[src/rtl/udiv_pkg.sv]
package udiv_pkg;

    typedef enum logic {
        CTL_IDLE = 1'b0,
        CTL_RUN  = 1'b1
    } ctl_state_e;

endpackage

[src/rtl/udiv_sub.sv]
module udiv_sub #(
    parameter int WIDTH = 8
) (
    input  logic [WIDTH-1:0] min_i,
    input  logic [WIDTH-1:0] sub_i,
    output logic [WIDTH-1:0] diff_o,
    output logic             borrow_o
);

    // Two's complement subtract: min + ~sub + 1, ripple carry per bit.
    always_comb begin
        logic c;
        logic nb;
        c = 1'b1;
        diff_o = '0;
        for (int i = 0; i < WIDTH; i++) begin
            nb        = ~sub_i[i];
            diff_o[i] = min_i[i] ^ nb ^ c;
            c         = (min_i[i] & nb) | (min_i[i] & c) | (nb & c);
        end
        borrow_o = ~c;
    end

endmodule

[src/rtl/udiv_stage.sv]
module udiv_stage #(
    parameter int WIDTH = 8
) (
    input  logic             active_i,
    input  logic [WIDTH-1:0] rem_i,
    input  logic             msb_i,
    input  logic [WIDTH-1:0] divisor_i,
    output logic [WIDTH-1:0] rem_o,
    output logic             qbit_o
);

    localparam int XW = WIDTH + 1;

    logic [XW-1:0] shifted;
    logic [XW-1:0] trial;
    logic [XW-1:0] diff;
    logic          borrow;

    assign shifted = {rem_i, msb_i};
    assign trial   = {1'b0, divisor_i};

    udiv_sub #(.WIDTH(XW)) i_sub (
        .min_i   (shifted),
        .sub_i   (trial),
        .diff_o  (diff),
        .borrow_o(borrow)
    );

    assign qbit_o = ~borrow;
    assign rem_o  = qbit_o ? diff[WIDTH-1:0] : shifted[WIDTH-1:0];

    // a kept difference always fits back into WIDTH bits.
    always_comb begin
        if (active_i && qbit_o) begin
            a_r4_trial_fits: assert (diff[WIDTH] == 1'b0);
        end
    end

endmodule

[src/rtl/udiv_ctrl.sv]
module udiv_ctrl #(
    parameter int WIDTH = 8
) (
    input  logic clk,
    input  logic rst_n,
    input  logic start_i,
    input  logic zero_div_i,
    output logic load_o,
    output logic step_o,
    output logic busy_o,
    output logic done_o,
    output logic dbz_o
);
    import udiv_pkg::*;

    localparam int CW = (WIDTH > 1) ? $clog2(WIDTH) : 1;
    localparam logic [CW-1:0] LAST_CNT = CW'(WIDTH - 1);

    typedef struct packed {
        ctl_state_e    state;
        logic [CW-1:0] cnt;
        logic          done;
        logic          dbz;
    } ctl_t;

    ctl_t ctl_d, ctl_q;
    logic accept;

    assign accept = start_i && (ctl_q.state == CTL_IDLE);

    always_comb begin
        ctl_d      = ctl_q;
        ctl_d.done = 1'b0;
        if (ctl_q.state == CTL_RUN) begin
            if (ctl_q.cnt == '0) begin
                ctl_d.state = CTL_IDLE;
                ctl_d.done  = 1'b1;
            end else begin
                ctl_d.cnt = ctl_q.cnt - 1'b1;
            end
        end else if (accept) begin
            ctl_d.dbz = zero_div_i;
            if (zero_div_i) begin
                ctl_d.done = 1'b1;
            end else begin
                ctl_d.state = CTL_RUN;
                ctl_d.cnt   = LAST_CNT;
            end
        end
    end

    always_ff @(posedge clk) begin
        if (!rst_n) begin
            ctl_q <= '{state: CTL_IDLE, cnt: '0, done: 1'b0, dbz: 1'b0};
        end else begin
            ctl_q <= ctl_d;
        end
    end

    assign load_o = accept;
    assign step_o = (ctl_q.state == CTL_RUN);
    assign busy_o = (ctl_q.state == CTL_RUN);
    assign done_o = ctl_q.done;
    assign dbz_o  = ctl_q.dbz;

    a_r3_busy_done_exclusive: assert property (@(posedge clk) disable iff (!rst_n)
        busy_o |-> !done_o);

    a_r5_done_single: assert property (@(posedge clk) disable iff (!rst_n)
        (done_o && !start_i) |=> !done_o);

    a_r2_count_range: assert property (@(posedge clk) disable iff (!rst_n)
        busy_o |-> (ctl_q.cnt <= LAST_CNT));

    a_r8_flag_with_done: assert property (@(posedge clk) disable iff (!rst_n)
        $rose(dbz_o) |-> done_o);

    a_r3_done_after_run: assert property (@(posedge clk) disable iff (!rst_n)
        (done_o && !dbz_o) |-> $past(busy_o));

endmodule

[src/rtl/restoring_divider.sv]
module restoring_divider #(
    parameter int WIDTH = 16
) (
    input  logic             clk,
    input  logic             rst_n,
    input  logic             start_i,
    input  logic [WIDTH-1:0] dividend_i,
    input  logic [WIDTH-1:0] divisor_i,
    output logic             busy_o,
    output logic             done_o,
    output logic             div_zero_o,
    output logic [WIDTH-1:0] quotient_o,
    output logic [WIDTH-1:0] remainder_o
);

    typedef struct packed {
        logic [WIDTH-1:0] dvd;
        logic [WIDTH-1:0] dvs;
        logic [WIDTH-1:0] quo;
        logic [WIDTH-1:0] rem;
    } dp_t;

    dp_t  dp_d, dp_q;
    logic load;
    logic step;
    logic zero_div;
    logic qbit;
    logic [WIDTH-1:0] rem_next;

    assign zero_div = (divisor_i == '0);

    udiv_ctrl #(.WIDTH(WIDTH)) i_ctrl (
        .clk       (clk),
        .rst_n     (rst_n),
        .start_i   (start_i),
        .zero_div_i(zero_div),
        .load_o    (load),
        .step_o    (step),
        .busy_o    (busy_o),
        .done_o    (done_o),
        .dbz_o     (div_zero_o)
    );

    udiv_stage #(.WIDTH(WIDTH)) i_stage (
        .active_i (step),
        .rem_i    (dp_q.rem),
        .msb_i    (dp_q.dvd[WIDTH-1]),
        .divisor_i(dp_q.dvs),
        .rem_o    (rem_next),
        .qbit_o   (qbit)
    );

    always_comb begin
        dp_d = dp_q;
        if (load) begin
            if (zero_div) begin
                dp_d.quo = '1;
                dp_d.rem = dividend_i;
                dp_d.dvd = '0;
                dp_d.dvs = '0;
            end else begin
                dp_d.dvd = dividend_i;
                dp_d.dvs = divisor_i;
                dp_d.quo = '0;
                dp_d.rem = '0;
            end
        end else if (step) begin
            dp_d.dvd = {dp_q.dvd[WIDTH-2:0], 1'b0};
            dp_d.rem = rem_next;
            dp_d.quo = {dp_q.quo[WIDTH-2:0], qbit};
        end
    end

    always_ff @(posedge clk) begin
        if (!rst_n) begin
            dp_q <= '0;
        end else begin
            dp_q <= dp_d;
        end
    end

    assign quotient_o  = dp_q.quo;
    assign remainder_o = dp_q.rem;

    a_r4_rem_below_divisor: assert property (@(posedge clk) disable iff (!rst_n)
        busy_o |-> (dp_q.rem < dp_q.dvs));

    a_r6_quotient_shifts: assert property (@(posedge clk) disable iff (!rst_n)
        busy_o |=> (quotient_o[WIDTH-1:1] == $past(quotient_o[WIDTH-2:0])));

    a_r7_cleared_on_accept: assert property (@(posedge clk) disable iff (!rst_n)
        (load && !zero_div) |=> (quotient_o == '0 && remainder_o == '0));

    a_r8_zero_result: assert property (@(posedge clk) disable iff (!rst_n)
        (done_o && div_zero_o) |-> (quotient_o == '1 && !busy_o));

endmodule

[config.mk]
export PLATFORM = sky130hd
export DESIGN_NAME = restoring_divider
export DESIGN_NICKNAME = d
export VERILOG_FILES = /design/src/rtl/udiv_pkg.sv /design/src/rtl/udiv_sub.sv /design/src/rtl/udiv_stage.sv /design/src/rtl/udiv_ctrl.sv /design/src/rtl/restoring_divider.sv
export SDC_FILE = /design/constraint.sdc
export NUM_CORES = 1
export LEC_CHECK = 0
export ABC_AREA = 1
export BUFFER_PORTS_ARGS = -buffer_cell sky130_fd_sc_hd__buf_2
export CAP_MARGIN = 10
export CORE_MARGIN = 8
export CORE_UTILIZATION = 45
export DETAILED_ROUTE_END_ITERATION = 6
export HOLD_SLACK_MARGIN = 0.15
export PLACE_DENSITY_LB_ADDON = 0.05
export SLEW_MARGIN = 20
export SYNTH_ARGS = -nofsm -noshare
export SYNTH_HDL_FRONTEND = slang
export SYNTH_SLANG_ARGS = --single-unit
export TNS_END_PERCENT = 1
[constraint.sdc]
create_clock -name clk -period 12.05 [get_ports clk]
set_clock_uncertainty 0.1 [all_clocks]
set_input_delay 1.8075 -clock clk [delete_from_list [all_inputs] [get_ports clk]]
set_output_delay 1.8075 -clock clk [all_outputs]
set_load 0.02 [all_outputs]
* After elaboration in Yosys (flattened, before gate mapping)
Index checks and enable logic that the tools add are counted.
W data, S select, Z words.
** Storage, ports and cells
- Bits of input ports :: 35
- Register bits after elaboration :: 71
** Operators by class
- Bitwise operators :: 130
- $add $sub $neg :: 1
- Muxes and demuxes :: 13
- Equal/unequal tests :: 2
- Reductions and logical operators :: 6
** Operators by type and width (number)
- $mux W32 :: 2
- $mux W64 :: 1
- $mux W16 :: 3
- $and A1 B1 Y1 :: 47
- $or A1 B1 Y1 :: 34
- $xor A1 B1 Y1 :: 31
- $not A1 Y1 :: 18
- $logic_not A16 Y1 :: 1
- $mux W7 :: 1
- $mux W6 :: 1
- $mux W5 :: 1
- $logic_not A4 Y1 :: 1
- $mux W4 :: 1
- $ne A2 B2 Y1 const B :: 2
- $sub A4 B1 Y4 const B :: 1
- $mux W1 :: 3
- $reduce_and A3 Y1 :: 1
- $reduce_and A2 Y1 :: 1
- $reduce_bool A2 Y1 :: 1
- $logic_and A1 B1 Y1 :: 1

* Logic depth before layout (Yosys ltp)
- Depth after elaboration :: 55
- Gate-level depth with buffers :: 24

* Cells and area by module
A second synthesis with hierarchy kept.
** Second synthesis, totals
- Cell total of the unflattened synthesis :: 579
- Area total of the unflattened synthesis :: 4164.0 um^2
** Modules (own cells, without submodules)
- restoring_divider :: cells each 431, times used 1, area each 3076.7 um^2
- udiv_sub :: cells each 51, times used 1, area each 460.4 um^2
- udiv_ctrl :: cells each 44, times used 1, area each 384.1 um^2
- udiv_stage :: cells each 53, times used 1, area each 242.7 um^2

* Worst setup path before layout
No wires, ideal clock.
- Path kind :: register -> register
- From :: register dp_q[63] (netlist bit)
- To :: register dp_q (netlist bit remainder_o[5])
- Library setup time :: 119 ps
- Path buffers :: 1
- Data arrival time :: 6551 ps
- Stages on the path, launching flop included :: 25
- Data required time :: 11831 ps
- Setup slack :: 5279 ps
- Cell sequence :: dfxtp_1 > inv_1 > ha_1 > fa_1 > fa_1 > fa_1 > fa_1 > fa_1 > fa_1 > fa_1 > fa_1 > fa_1 > fa_1 > fa_1 > fa_1 > fa_1 > fa_1 > inv_1 > fa_1 > nor2_2 > buf_2 > nand2_1 > o21ai_0 > a21oi_1 > a21oi_1
** On the way
- Cells in the longest elaborated chain, start to end :: 54
** RTL lines
- start, declared :: line restoring_divider.sv:23 : dp_t dp_d, dp_q;
- start signal, assigned :: line restoring_divider.sv:78 : dp_q <= dp_d;
- $and A1 B1 Y1 :: line udiv_sub.sv:19 : c = (min_i[i] & nb) | (min_i[i] & c) | (nb & c);
- $or A1 B1 Y1 * (2 in a row) :: line udiv_sub.sv:19
- $and A1 B1 Y1 :: line udiv_sub.sv:19
- $or A1 B1 Y1 :: line udiv_sub.sv:19
- $or A1 B1 Y1 * :: line udiv_sub.sv:19
- $and A1 B1 Y1 :: line udiv_sub.sv:19
- $or A1 B1 Y1 :: line udiv_sub.sv:19
- $or A1 B1 Y1 * :: line udiv_sub.sv:19
- (+34 left out)
- $or A1 B1 Y1 (2 in a row) :: line udiv_sub.sv:19
- $and A1 B1 Y1 :: line udiv_sub.sv:19
- $or A1 B1 Y1 (2 in a row) :: line udiv_sub.sv:19
- $and A1 B1 Y1 :: line udiv_sub.sv:19
- $or A1 B1 Y1 (2 in a row) :: line udiv_sub.sv:19
- $mux W16 * :: line udiv_stage.sv:30 : assign rem_o = qbit_o ? diff[WIDTH-1:0] : shifted[WIDTH-1:0];
- $mux W32 * :: line restoring_divider.sv:67 : end else if (step) begin
- $mux W32 * :: line restoring_divider.sv:55 : if (load) begin
Every way passes the cells marked *; elsewhere a longest branch is shown, timed or not. The select of a mux whose other input is x is not followed.
A chain may end at the register's enable or synchronous reset.

* Worst setup path after layout
- From :: register dp_q[63] (netlist bit)
- To :: register dp_q (netlist bit remainder_o[12])
** On the way
- Cells in the longest elaborated chain, start to end :: 54
** RTL lines (line)
- $and A1 B1 Y1 :: udiv_sub.sv:19
- $or A1 B1 Y1 * (2 in a row) :: udiv_sub.sv:19
- $and A1 B1 Y1 :: udiv_sub.sv:19
- $or A1 B1 Y1 :: udiv_sub.sv:19
- $or A1 B1 Y1 * :: udiv_sub.sv:19
- $and A1 B1 Y1 :: udiv_sub.sv:19
- $or A1 B1 Y1 :: udiv_sub.sv:19
- $or A1 B1 Y1 * :: udiv_sub.sv:19
- (+34 left out)
- $or A1 B1 Y1 (2 in a row) :: udiv_sub.sv:19
- $and A1 B1 Y1 :: udiv_sub.sv:19
- $or A1 B1 Y1 (2 in a row) :: udiv_sub.sv:19
- $and A1 B1 Y1 :: udiv_sub.sv:19
- $or A1 B1 Y1 (2 in a row) :: udiv_sub.sv:19
- $mux W16 * :: udiv_stage.sv:30
- $mux W32 * :: restoring_divider.sv:67
- $mux W32 * :: restoring_divider.sv:55
Marks and branches as above.

==> flow_summary.json <==
{
  "htree_levels": 3,
  "antenna_found_initial": 0,
  "grt_usage_pct": 16.5,
  "totalWireLength_um": 9390,
  "status": "complete, no violations",
  "grt_use_met1_pct": 24.2,
  "critical_path.endpoint_type": "flip-flop",
  "synth.cell_area_mm2": 0.00373,
  "grt-ovfl-total": 0,
  "post-route-period-util_pct": 58.8,
  "gr-usage-met2_pct": 23.1,
  "die_h_um": 107,
  "num_rows": 33,
  "wl_per_cell_um": 15.9,
  "grt_pass1_wl_um": 15300,
  "ctsResizeCount": 0,
  "final_net_count": 534,
  "cts-root-buf": "clkbuf_8",
  "vdd_drop_max_mv": 0.0610,
  "rsz0062_at_grt": "false",
  "drv_slew": 0,
  "ys_types": 26,
  "vias_per_cell": 5.38,
  "drc_errors": 0,
  "insertion_delay_ps": 350,
  "yosysSeqAreaShare_pct": 38.1,
  "dp_hpwl_um": 6170,
  "gp_congestion": 0.761,
  "synthTopCellsByArea": "dfxtp_1, a21oi_1, fa_1, buf_4, nand2_1",
  "synth_seq_cells": 71,
  "critPathLaunchType": "flip-flop",
  "grt_pass1_vias": 2962,
  "yosysWarnings": 0,
  "path_class": "reg -> reg",
  "synth_fp_nets": 518,
  "grt_busiest_layer": "met1",
  "grt_start_max_net_pins": 53,
  "pwr_density_cell_mw_per_mm2": 156,
  "hold_class": "reg -> reg",
  "postSynthAreaPerCell_um2": 8.01,
  "worstPathArrival_ps": 7210,
  "clockBufferDepth": 2,
  "numCtsBuffers": 9,
  "portBuffers": 69,
  "drtAntennaViolNets": 0,
  "clock_sinks": 71,
  "max_slew_margin_pct": 32.5,
  "cts_tree": "built",
  "antenna_cells": 0,
  "final-setup-viol-count": 0,
  "die_area_mm2": 0.0115,
  "yosysTopAreaCellShare_pct": 38.1,
  "path_max_fanout": 32,
  "hold_viol": 0,
  "drive_gt1_share_pct": 20.9,
  "worst_pin_slew_ps": 1010,
  "clk_pin_slew_ps": 80,
  "cts_setup_buffers": 0,
  "final_cell_mix": "a21oi_1, dfxtp_1, buf_2, nand2_1, o21ai_0",
  "io_pins": 70,
  "fmax_ghz": 0.141,
  "p_leak_nw": 1.67,
  "area_delta_synth_final_pct": 8.15,
  "drt_iter0_markers": 189,
  "required_ps": 12180,
  "num_vias": 3182,
  "tns_ps": 0,
  "holdBufCountCts": 0,
  "hold_ws_ps": 375,
  "first_pass_iters": 5,
  "placed_cells": 576,
  "die_x_um": 107,
  "grt_use_met3_pct": 4.02,
  "synth_area_leader_cell": "dfxtp_1",
  "max_cap_violations": 0,
  "synthCells": 466,
  "layout_commonest_cell": "a21oi_1",
  "instances_no_fill": 592,
  "finalCriticalPeriod_ps": 7080,
  "fp.coreArea_mm2": 0.00813,
  "start_util_pct": 45.9
}
-- state kept, by name (all words and copies together) (netlist names) --
name,cells
dp_q,32
i_ctrl.busy_o,1
i_ctrl.ctl_q,4
i_ctrl.dbz_o,1
i_ctrl.done_o,1
quotient_o,16
remainder_o,16
-- critical path: stages, from the launching register on --
cell and delay (ps):
dfxtp_1 350, inv_1 50, ha_1 180, fa_1 370, fa_1 390, fa_1 390
fa_1 380, fa_1 380, fa_1 380, fa_1 380, fa_1 380, fa_1 390
fa_1 380, fa_1 390, fa_1 390, fa_1 400, fa_1 370, inv_1 70
fa_1 180, nor2_2 180, nand2_1 110, o21ai_0 90, a21oi_1 180, a21oi_1 100
-- stage by stage --
step | area [um2] | power (mW) | utilization (%) | setup WS (ps)
finish | 4040 | 0.632 | 49.6 | 4970
floorplan | 3730 | 0.392 | - | 5280
detailed placement | 3810 | 0.419 | 46.8 | 4960
global placement | 3810 | 0.418 | 46.8 | 5020
global route | 4040 | 0.674 | 49.6 | 4630
CTS | 4040 | 0.639 | 49.6 | 4930
-- cell usage after synthesis (all sizes together) --
cell type and n:
a21oi 93, a22oi 15, buf 58, clkbuf 7
dfxtp 71, fa 15, ha 2, inv 28
nand2 67, nand3 21, nand4 17, nor2 16
o21ai 54, o22ai 1, xor2 1
-- report_power, final --
| part | switching, mW | internal (mW) | leakage (nW) | total (mW) |
|---|---|---|---|---|
| clock network | 0.0960 | 0.123 | 0.109 | 0.219 |
| logic | 0.0923 | 0.0518 | 0.975 | 0.144 |
| registers | 0.0148 | 0.253 | 0.583 | 0.268 |
-- cell families after synthesis --
logic type               count (synthesis)  synth area share [%]
AO/OA/AOI/OAI                          163                  22.9
XOR/XNOR                                 1                 0.235
adder cells (fa/ha/maj)                 17                  8.72
buffers and inverters                   93                  13.9
flip-flops                              71                  38.1
AND/OR/NAND/NOR                        121                  16.2
-- final cells by class --
class                           count  area (um2)
Timing Repair Buffer               70         353
Tap cell                          105         131
Inverter                           28         108
Multi-Input combinational cell    302        1790
Clock buffer                       10         138
Sequential cell                    71        1420
Fill cell                         822        4100
Clock inverter                      6        92.6
-- worst paths after layout --
check,slack (ps),from,end,cells past startpoint
max,4970,dp_q[63],remainder_o[12],23
min,370,dp_q[47],dp_q[47],2
max reg2reg,4970,dp_q[63],remainder_o[12],23
min reg2reg,370,dp_q[47],dp_q[47],2
-- layer usage --
layer	vias up	part of all wire [%]
met5	-	0
met4	0	1.4
met3	10	5.8
met2	90	44
met1	1495	49
li1	1587	-
(Power assumes the default switching activity.)
